**config.mk**
```make
export PLATFORM = sky130hd
export DESIGN_NAME = rgpio_endpoint
export DESIGN_NICKNAME = d
export VERILOG_FILES = /design/src/rtl/rgpio_pkg.sv /design/src/rtl/rgpio_sync.sv /design/src/rtl/rgpio_silence.sv /design/src/rtl/rgpio_shifter.sv /design/src/rtl/rgpio_link.sv /design/src/rtl/rgpio_endpoint.sv
export SDC_FILE = /design/constraint.sdc
export NUM_CORES = 1
export LEC_CHECK = 0
export BUFFER_PORTS_ARGS = -buffer_cell sky130_fd_sc_hd__buf_2
export CAP_MARGIN = 10
export CORE_ASPECT_RATIO = 1.75
export CORE_MARGIN = 3
export CORE_UTILIZATION = 58
export CTS_CLUSTER_DIAMETER = 120
export CTS_CLUSTER_SIZE = 25
export DETAILED_ROUTE_END_ITERATION = 6
export GPL_ROUTABILITY_DRIVEN = 0
export PLACE_DENSITY = 0.79
export SLEW_MARGIN = 10
export SYNTH_ARGS = -nofsm -noshare
export SYNTH_HDL_FRONTEND = slang
export SYNTH_SLANG_ARGS = --single-unit
```
**constraint.sdc**
```tcl
create_clock -name clk -period 2.75 [get_ports clk]
set_input_delay 0.275 -clock clk [delete_from_list [all_inputs] [get_ports clk]]
set_output_delay 0.275 -clock clk [all_outputs]
set_load 0.05 [all_outputs]
```
**src/rtl/rgpio_pkg.sv**
```systemverilog
package rgpio_pkg;

    localparam int FRAME_W     = 32;
    localparam int DET_W       = 4;
    localparam logic [DET_W-1:0] DET_VALID = 4'hA;
    localparam int LOC_W       = 19;
    localparam int MODIO_W     = 2;
    localparam int ULED_W      = 8;
    localparam int PHY_W       = 2;
    localparam int LED_W       = ULED_W + PHY_W;
    localparam int CNT_W       = $clog2(FRAME_W);

    // Outbound word layout, most significant field first.
    typedef struct packed {
        logic [DET_W-1:0]   det;
        logic [3:0]         rsvd;
        logic [1:0]         spare_hi;
        logic [MODIO_W-1:0] modio;
        logic               spare_lo;
        logic [LOC_W-1:0]   loc;
    } tx_frame_t;

    // LED drive word: PHY bits above the user bits, as in inbound bits 9:0.
    typedef struct packed {
        logic [PHY_W-1:0]  phy;
        logic [ULED_W-1:0] uled;
    } led_word_t;

    typedef enum logic {LINK_DOWN = 1'b0, LINK_UP = 1'b1} link_state_t;

    function automatic tx_frame_t build_tx(input logic [LOC_W-1:0]   loc,
                                           input logic [MODIO_W-1:0] mio);
        tx_frame_t f;
        f.det      = DET_VALID;
        f.rsvd     = '0;
        f.spare_hi = '0;
        f.modio    = mio;
        f.spare_lo = 1'b0;
        f.loc      = loc;
        return f;
    endfunction

    function automatic logic det_ok(input logic [DET_W-1:0] d);
        return d == DET_VALID;
    endfunction

endpackage

```
**src/rtl/rgpio_sync.sv**
```systemverilog
module rgpio_sync #(
    parameter int W      = 2,
    parameter int STAGES = 2
) (
    input  logic         clk,
    input  logic         rst,
    input  logic [W-1:0] d_i,
    output logic [W-1:0] q_o
);
    logic [W-1:0] stg_q [STAGES];

    always_ff @(posedge clk) begin
        if (rst) begin
            for (int i = 0; i < STAGES; i++) stg_q[i] <= '0;
        end else begin
            stg_q[0] <= d_i;
            for (int i = 1; i < STAGES; i++) stg_q[i] <= stg_q[i-1];
        end
    end

    assign q_o = stg_q[STAGES-1];
endmodule

```
**src/rtl/rgpio_silence.sv**
```systemverilog
module rgpio_silence #(
    parameter int TMO_W = 16
) (
    input  logic clk,
    input  logic rst,
    input  logic edge_i,
    output logic tmo_o
);
    logic [TMO_W-1:0] cnt_q;

    always_ff @(posedge clk) begin
        if (rst || edge_i) cnt_q <= '0;
        else               cnt_q <= cnt_q + 1'b1;
    end

    // Fires on the 2^TMO_W-th consecutive cycle without an edge.
    assign tmo_o = (cnt_q == '1) && !edge_i;
endmodule

```
**src/rtl/rgpio_shifter.sv**
```systemverilog
module rgpio_shifter
    import rgpio_pkg::*;
(
    input  logic                  clk,
    input  logic                  rst,
    input  logic                  rise_i,
    input  logic                  fall_i,
    input  logic                  sdi_i,
    input  logic                  resync_i,
    input  tx_frame_t             snap_i,
    output logic                  sdo_o,
    output logic                  frame_done_o,
    output logic [DET_W-1:0]      frame_det_o,
    output led_word_t             frame_led_o
);
    localparam logic [CNT_W-1:0] LAST = CNT_W'(FRAME_W - 1);

    logic [CNT_W-1:0]   cnt_q;
    logic [FRAME_W-2:0] rx_q;
    logic [FRAME_W-1:0] tx_q;

    always_ff @(posedge clk) begin
        if (rst) begin
            cnt_q <= '0;
            rx_q  <= '0;
            tx_q  <= '0;
        end else begin
            if (resync_i)    cnt_q <= '0;
            else if (rise_i) cnt_q <= (cnt_q == LAST) ? '0 : cnt_q + 1'b1;

            if (rise_i) rx_q <= {rx_q[FRAME_W-3:0], sdi_i};

            // Idle between frames: keep loading; first rising edge freezes it.
            if (cnt_q == '0 && !rise_i)
                tx_q <= snap_i;
            else if (fall_i && cnt_q != '0)
                tx_q <= {tx_q[FRAME_W-2:0], 1'b0};
        end
    end

    assign sdo_o        = tx_q[FRAME_W-1];
    assign frame_done_o = rise_i && (cnt_q == LAST) && !resync_i;
    assign frame_det_o  = rx_q[FRAME_W-2 -: DET_W];
    assign frame_led_o  = {rx_q[LED_W-2:0], sdi_i};
endmodule

```
**src/rtl/rgpio_link.sv**
```systemverilog
module rgpio_link #(
    parameter int DROP_FRAMES = 2,
    parameter int BAD_W       = 2
) (
    input  logic             clk,
    input  logic             rst,
    input  logic             frame_done_i,
    input  logic             frame_ok_i,
    input  logic             tmo_i,
    output logic             active_o,
    output logic             active_nx_o,
    output logic [BAD_W-1:0] bad_o
);
    import rgpio_pkg::*;

    link_state_t      st_q, st_d;
    logic [BAD_W-1:0] bad_q, bad_d;

    always_comb begin
        st_d  = st_q;
        bad_d = bad_q;
        if (tmo_i) begin
            st_d  = LINK_DOWN;
            bad_d = '0;
        end else if (frame_done_i) begin
            if (frame_ok_i) begin
                st_d  = LINK_UP;
                bad_d = '0;
            end else if (bad_q == BAD_W'(DROP_FRAMES - 1)) begin
                st_d  = LINK_DOWN;
                bad_d = '0;
            end else begin
                bad_d = bad_q + 1'b1;
            end
        end
    end

    always_ff @(posedge clk) begin
        if (rst) begin
            st_q  <= LINK_DOWN;
            bad_q <= '0;
        end else begin
            st_q  <= st_d;
            bad_q <= bad_d;
        end
    end

    assign active_o    = (st_q == LINK_UP);
    assign active_nx_o = (st_d == LINK_UP);
    assign bad_o       = bad_q;
endmodule

```
**src/rtl/rgpio_endpoint.sv**
```systemverilog
module rgpio_endpoint
    import rgpio_pkg::*;
#(
    parameter int SYNC_STAGES = 2,
    parameter int TMO_W       = 16,
    parameter int DROP_FRAMES = 2
) (
    input  logic               clk,
    input  logic               rst,
    input  logic               sclk_i,
    input  logic               sdi_i,
    output logic               sdo_o,
    input  logic [LOC_W-1:0]   loc_in_i,
    input  logic [MODIO_W-1:0] modio_i,
    input  logic [ULED_W-1:0]  loc_led_i,
    input  logic [PHY_W-1:0]   loc_phy_i,
    output logic [ULED_W-1:0]  user_led_o,
    output logic [PHY_W-1:0]   phy_led_o,
    output logic               link_up_o
);
    localparam int BAD_W = $clog2(DROP_FRAMES + 1);

    logic [1:0]       lane_s;
    logic             sclk_s, sdi_s, sclk_q;
    logic             rise, fall, tmo_hit;
    logic             frame_done, active_nx;
    logic [DET_W-1:0] frame_det;
    led_word_t        frame_led, local_led, led_q;
    logic [BAD_W-1:0] bad_cnt;
    tx_frame_t        snap;

    rgpio_sync #(.W(2), .STAGES(SYNC_STAGES)) sync_i (
        .clk(clk), .rst(rst), .d_i({sclk_i, sdi_i}), .q_o(lane_s)
    );
    assign sclk_s = lane_s[1];
    assign sdi_s  = lane_s[0];

    always_ff @(posedge clk) begin
        if (rst) sclk_q <= 1'b0;
        else     sclk_q <= sclk_s;
    end
    assign rise = sclk_s & ~sclk_q;
    assign fall = ~sclk_s & sclk_q;

    rgpio_silence #(.TMO_W(TMO_W)) sil_i (
        .clk(clk), .rst(rst), .edge_i(rise | fall), .tmo_o(tmo_hit)
    );

    assign snap = build_tx(loc_in_i, modio_i);

    rgpio_shifter shf_i (
        .clk(clk), .rst(rst), .rise_i(rise), .fall_i(fall), .sdi_i(sdi_s),
        .resync_i(tmo_hit), .snap_i(snap), .sdo_o(sdo_o),
        .frame_done_o(frame_done), .frame_det_o(frame_det), .frame_led_o(frame_led)
    );

    rgpio_link #(.DROP_FRAMES(DROP_FRAMES), .BAD_W(BAD_W)) lnk_i (
        .clk(clk), .rst(rst), .frame_done_i(frame_done),
        .frame_ok_i(det_ok(frame_det)), .tmo_i(tmo_hit),
        .active_o(link_up_o), .active_nx_o(active_nx), .bad_o(bad_cnt)
    );

    assign local_led = '{phy: loc_phy_i, uled: loc_led_i};

    always_ff @(posedge clk) begin
        if (rst || !active_nx)
            led_q <= local_led;
        else if (frame_done && det_ok(frame_det))
            led_q <= frame_led;
    end

    assign user_led_o = led_q.uled;
    assign phy_led_o  = led_q.phy;
endmodule

```
==> results.toml, run 1 <==
[run_status]
status = "finished, final reports clean"

[grt]
grt_pass1_vias = 2966
grt_start_max_net_pins = 44
grt_overflow_total = 0
antenna_found_initial = 0
grt_first_pass_wirelength_mm = 12.6
track_usage_pct = 18.5

[setup_path]
cp_data_required_time_ns = 2.84
path_cells = "ha_1 > and3_1 > ha_1 > nand4b_1 > a32oi_1 > a211oi_1 > buf_4 > mux2_2"
r2r.worst_path.cells = 8
r2r_setup_slack_ns = 0.42
r2r_start = "shf_i.cnt_q[0]"
worst-path-stages = 8
crit_path_start_kind = "flop"
cp.arrival_ns = 2.41
crit_path_start = "shf_i.cnt_q[0]"
critical_path.max_stage_delay_ns = 0.36
cp_top_family = "adder cells"
crit_fanout = 11
crit_type = "reg2reg"
cp_slowest_cell = "mux2_2"
critPathMostFrequentCell = "ha_1"
end_kind = "flop"
path_buf_inv = 1

[die]
fp-row-count = 40
start_util_pct = 60.3
die_width_um = 70.3
core_um2 = 6960
die_area_um2 = 8330
die_y_um = 118
ios = 47

[sta]
worstMarginPinSlew_ns = 0.629
setup_viol = 0
clock_skew_ns = 0.00811
fin_crit_ns = 2.33
relSlewSlack_pct = 57.2
finalMaxSlewViolations = 0
rsz0062_at_grt = "false"
post-route-period-util_pct = 84.6
clock.fmax_mhz = 430
fin_tns_setup_ns = 0
hold_viol = 0
whs_ns = 0.144

[route]
first_pass_iters = 4
wl_per_cell_um = 13.3
antenna_left = 0
first_iter_violations = 171
routed_wl_mm = 7.18
via_per_inst = 5.34
drc_errors = 0
vias = 2884

[synth]
avgSynthCellArea_um2 = 10.2
seq_area_frac_synth_pct = 51.1
ys_types = 43
yosysWarnings = 0
synth_seq_cells = 102
syn-num-nets = 454
netlist_instances = 413
synth_area_um2 = 4190

[cts]
cts.clk_slew.worst_paths_ns = 0.06
cts_buffer_depth = 2
clk_latency_ns = 0.34
htreeDepth = 3
cts_tree = "done"
cts_root_buffer = "clkbuf_16"
ctsHoldBuffers = 0
clock_sinks = 102
cts_buffers = 9
cts_resized = 0
cts_setup_buffers = 0

[placed_design]
placed_cell_area_um2 = 4420
dp_hpwl_mm = 4.94
numPortBuffers = 46

[worst_hold_path]
hp-start = "sdi_i"
holdPathStages = 2
hold_path.class = "in2reg"

[final_layout]
syn_to_final_growth_pct = 12.6
drive_gt1_share_pct = 23.9
num_antenna_cells = 0
multiInputGateArea_um2 = 1860
postLayoutCellArea_um2 = 4720
final-seq-area_um2 = 2140
num-fill-cells = 557
nets = 492

[power_and_ir_drop]
clockPowerShare_pct = 40.3
ir_drop_mv = 0.497
sw_frac_of_total_pct = 21.9
switching_power_w = 0.000660
p_comb_share_pct = 7.6
power.density_nw_per_um2 = 637
p_leak_nw = 1.74
internal_power_w = 0.00235
seqPwrFrac_pct = 52.1

[run]
maxCapViolCount = 0
Yosys cell counts (all sizes together):
library cell / n / area, µm²
a22oi: 22 / 274
and3: 3 / 18.8
nor3: 10 / 50.1
buf: 14 / 113
inv: 12 / 45.0
nand3: 6 / 30.0
nor4b: 1 / 8.76
nand4b: 1 / 8.76
ha: 6 / 75.1
a211oi: 2 / 15.0
xnor2: 10 / 87.6
clkbuf: 11 / 41.3
a21oi: 34 / 196
and2: 1 / 8.76
nor2: 60 / 241
a31o: 1 / 8.76
mux2: 10 / 113
nand2: 46 / 173
or3: 1 / 6.26
a21o: 1 / 7.51
mux2i: 34 / 353
and4bb: 1 / 12.5
or4b: 1 / 13.8
nand4: 2 / 12.5
nor4: 5 / 37.5
a31oi: 1 / 6.26
nor2b: 4 / 25.0
or2: 2 / 12.5
nand2b: 1 / 6.26
a32oi: 1 / 8.76
xor2: 2 / 17.5
edfxtp: 10 / 300
o21ai: 5 / 25.0
dfxtp: 92 / 1840
power groups by stage:
stage	Clock [W]	Sequential, W	Combinational [W]
global route	0.00130	0.00157	0.000251
CTS	0.00125	0.00157	0.000231
finish	0.00121	0.00157	0.000228
detailed placement	0	0.00160	0.000230
global placement	0	0.00160	0.000225
floorplan	0	0.00163	0.000149
registers in the layout, summed over array words and instances (netlist names):
register        flops
shf_i.tx_q         32
sync_i.stg_q        4
sil_i.cnt_q        16
lnk_i.bad_o         2
lnk_i.active_o      1
sclk_q              1
user_led_o          8
shf_i.rx_q         31
shf_i.cnt_q         5
phy_led_o           2
layout make-up:
cell class	count	area share, %
tap	84	2.23
clock buffer	14	6.02
timing repair buffer	52	5.83
clock inverter	2	0.292
inverter	12	0.954
multi-input combinational	274	39.3
sequential	102	45.4
kinds of logic after synthesis:
group | count (synthesis) | share of synthesized area [%]
muxes | 44 | 11.1
buffers and inverters | 37 | 4.74
adders and majority gates | 6 | 1.79
AOI/OAI and AO/OA | 67 | 12.9
and+or+nand+nor | 145 | 15.9
DFF | 102 | 51.1
xor gates and xnor gates | 12 | 2.51
through the flow:
stage,setup slack (ns),power [W],instances,util (%)
final,0.424,0.00301,540,67.9
after global routing,0.317,0.00312,540,67.9
after CTS,0.437,0.00304,540,67.9
after detailed placement,0.454,0.00183,524,63.6
after global placement,0.566,0.00182,524,63.6
after floorplan,0.610,0.00178,413,-
routing by layer:
layer  up-vias  wire length, µm  track usage, %
met3        11              219            3.74
met4         0              170            9.59
met2        34             3850            33.2
met1      1352             2940            19.9
li1       1487                -               -
met5         -                0               0
worst reg2reg max path, cell delays in order, from the launching register on:
cell	delay, ns
dfxtp_1	0.34
ha_1	0.23
and3_1	0.19
ha_1	0.27
nand4b_1	0.13
a32oi_1	0.06
a211oi_1	0.24
buf_4	0.26
mux2_2	0.36
cells in the final DEF (no fill, tap or decap), drive strengths merged, types with 2 or more instances in the layout:
cell type | synthesis | final
a211oi | 2 | 2
a21oi | 34 | 34
a22oi | 22 | 22
and3 | 3 | 3
buf | 14 | 52
clkbuf | 11 | 14
clkinv | 0 | 2
dfxtp | 92 | 92
edfxtp | 10 | 10
ha | 6 | 6
inv | 12 | 12
mux2 | 10 | 10
mux2i | 34 | 34
nand2 | 46 | 46
nand3 | 6 | 6
nand4 | 2 | 2
nor2 | 60 | 60
nor2b | 4 | 4
nor3 | 10 | 10
nor4 | 5 | 5
o21ai | 5 | 5
or2 | 2 | 2
xnor2 | 10 | 10
xor2 | 2 | 2
final timing paths:
path	end
min reg2reg	sync_i.stg_q[0][3]
min	sync_i.stg_q[0][0]
max	phy_led_o[1]
max reg2reg	phy_led_o[1]
Power figures use the tool's default switching activity.
==> inputs of run 2 (changes only) <==
- clock period: 2.75 -> 2.3 ns (I/O delays scaled with it)
==> run 2 against run 1 <==
Compared with the run above: maximum frequency rose by 4.6%; setup slack got worse by 0.35 ns; utilization rose by 0.79 points; first-iteration DRC count fell by 9.9%; worst hold slack got worse by 0.049 ns; routed wire length rose by 3.1%; sequential power rose by 19%; global-route usage rose by 0.46 points; combinational power rose by 25%.
==> results.toml, run 2 (synthesis results as in run 1) <==
[die]
start_util_pct = 60.3
die_area_um2 = 8330
ios = 47
die_width_um = 70.3
fp-row-count = 40
die_y_um = 118
core_um2 = 6960

[final_layout]
largest_reg_flops = 32
num_antenna_cells = 0
multiInputGateArea_um2 = 1860
biggestRegsByFlops = "shf_i.tx_q x32, shf_i.rx_q x31, sil_i.cnt_q x16"
syn_to_final_growth_pct = 13.9
final-seq-area_um2 = 2140
layout_commonest_cell = "dfxtp_1"
regMostFlops = "shf_i.tx_q"
postLayoutCellArea_um2 = 4780
utilization_pct = 68.7
instances_no_fill = 545
drive_gt1_share_pct = 24.5
layout_common_cells = "92 x dfxtp_1, 59 x nor2_1, 46 x nand2_1, 46 x buf_2, 33 x mux2i_1"
num-fill-cells = 555
nets = 497

[grt]
antenna_found_initial = 0
grt_pass1_vias = 2958
grt_overflow_total = 0
grt_start_max_net_pins = 44
grt_first_pass_wirelength_mm = 12.9
track_usage_pct = 19.0

[setup_path]
crit_fanout = 11
cp.arrival_ns = 2.31
end_kind = "flop"
cp_data_required_time_ns = 2.39
crit_path_start_kind = "flop"
cp_top_family = "adder cells"
crit_type = "reg2reg"
critical_path.max_stage_delay_ns = 0.35
path_cells = "ha_1 > and3_1 > ha_1 > nand4b_1 > a32oi_1 > a211oi_1 > buf_4 > mux2_1"
path_buf_inv = 1
critPathMostFrequentCell = "ha_1"
cp_slowest_cell = "mux2_1"

[sta]
relSlewSlack_pct = 70.6
post-route-period-util_pct = 96.7
layout_setup_ws_ns = 0.0770
finalMaxSlewViolations = 0
fin_crit_ns = 2.22
setup_viol = 0
hold_viol = 0
fin_tns_setup_ns = 0
rsz0062_at_grt = "false"
clock.fmax_mhz = 450
worstMarginPinSlew_ns = 0.441
clock_skew_ns = 0.00607

[route]
routed_wl_mm = 7.40
vias = 2964
first_iter_violations = 154
first_pass_iters = 4
via_per_inst = 5.44
drc_errors = 0
wl_per_cell_um = 13.6
antenna_left = 0

[cts]
cts_tree = "done"
cts_setup_buffers = 0
clock_sinks = 102
cts_buffer_depth = 2
cts_resized = 0
cts_buffers = 9
ctsHoldBuffers = 0
cts_root_buffer = "clkbuf_16"
clk_latency_ns = 0.34
htreeDepth = 3
cts.clk_slew.worst_paths_ns = 0.06

[placed_design]
placed_cell_area_um2 = 4470
dp_hpwl_mm = 5.03
numPortBuffers = 46
dp_cells = 529
place_ws_ns = 0.0865

[worst_hold_path]
hold_path.class = "in2reg"

[power_and_ir_drop]
p_leak_nw = 1.77
power.density_nw_per_um2 = 769
ir_drop_mv = 0.603

[run_status]
status = "finished, final reports clean"

[run]
maxCapViolCount = 0
==> run 2: changes by cell type in the layout (fill, tap and decap cells not counted) <==
| cell | previous run | this run |
|---|---|---|
| buf_4 | 6 | 10 |
| clkbuf_8 | 4 | 2 |
| buf_12 | 0 | 1 |
| bufinv_16 | 0 | 1 |
| clkbuf_1 | 1 | 2 |
| clkinv_4 | 1 | 0 |
| clkinvlp_4 | 0 | 1 |
==> run 2: per-layer routing <==
metal / up-vias / track usage (%) / share of wire (%)
met2: 44 / 33.7 / 54
met3: 11 / 3.57 / 3.6
li1: 1499 / - / -
met1: 1410 / 20.6 / 41
met5: - / 0 / 0
met4: 0 / 10.3 / 1.6
==> run 2: power breakdown <==
part	switching (W)	internal (W)	leakage (nW)
Combinational	0.000164	0.000121	0.771
Sequential	0.0000283	0.00184	0.854
Clock	0.000612	0.000901	0.146
==> run 2: layout make-up <==
type / instances / area share, %
Clock inverter: 3 / 0.891
Tap cell: 84 / 2.20
Sequential cell: 102 / 44.9
Clock buffer: 13 / 5.45
Inverter: 12 / 0.943
Timing Repair Buffer: 57 / 6.81
Multi-Input combinational cell: 274 / 38.9
==> run 2: worst reg2reg max path: cells and delay by family (launching register included) <==
| family | cells | cell delay (ns) |
|---|---|---|
| compound gates | 2 | 0.29 |
| fa+ha+maj | 2 | 0.45 |
| buf+inv | 1 | 0.25 |
| flops | 1 | 0.34 |
| mux | 1 | 0.35 |
| simple gates | 2 | 0.30 |
==> run 2: final timing paths <==
| kind | start | endpoint | slack (ns) | cells past startpoint |
|---|---|---|---|---|
| max | shf_i.cnt_q[0] | user_led_o[3] | 0.08 | 8 |
| min | sdi_i | sync_i.stg_q[0][0] | 0.1 | 2 |
| max reg2reg | shf_i.cnt_q[0] | user_led_o[3] | 0.08 | 8 |
| min reg2reg | sync_i.stg_q[0][1] | sync_i.stg_q[0][3] | 0.44 | 1 |
==> run 2: per-stage QoR <==
step	hold slack, ns	power [W]
3_5_place_dp	0.433	0.00220
3_3_place_gp	0.425	0.00219
4_1_cts	0.0887	0.00369
2_1_floorplan	0.358	0.00213
5_1_grt	0.135	0.00380
6_report	0.0956	0.00367
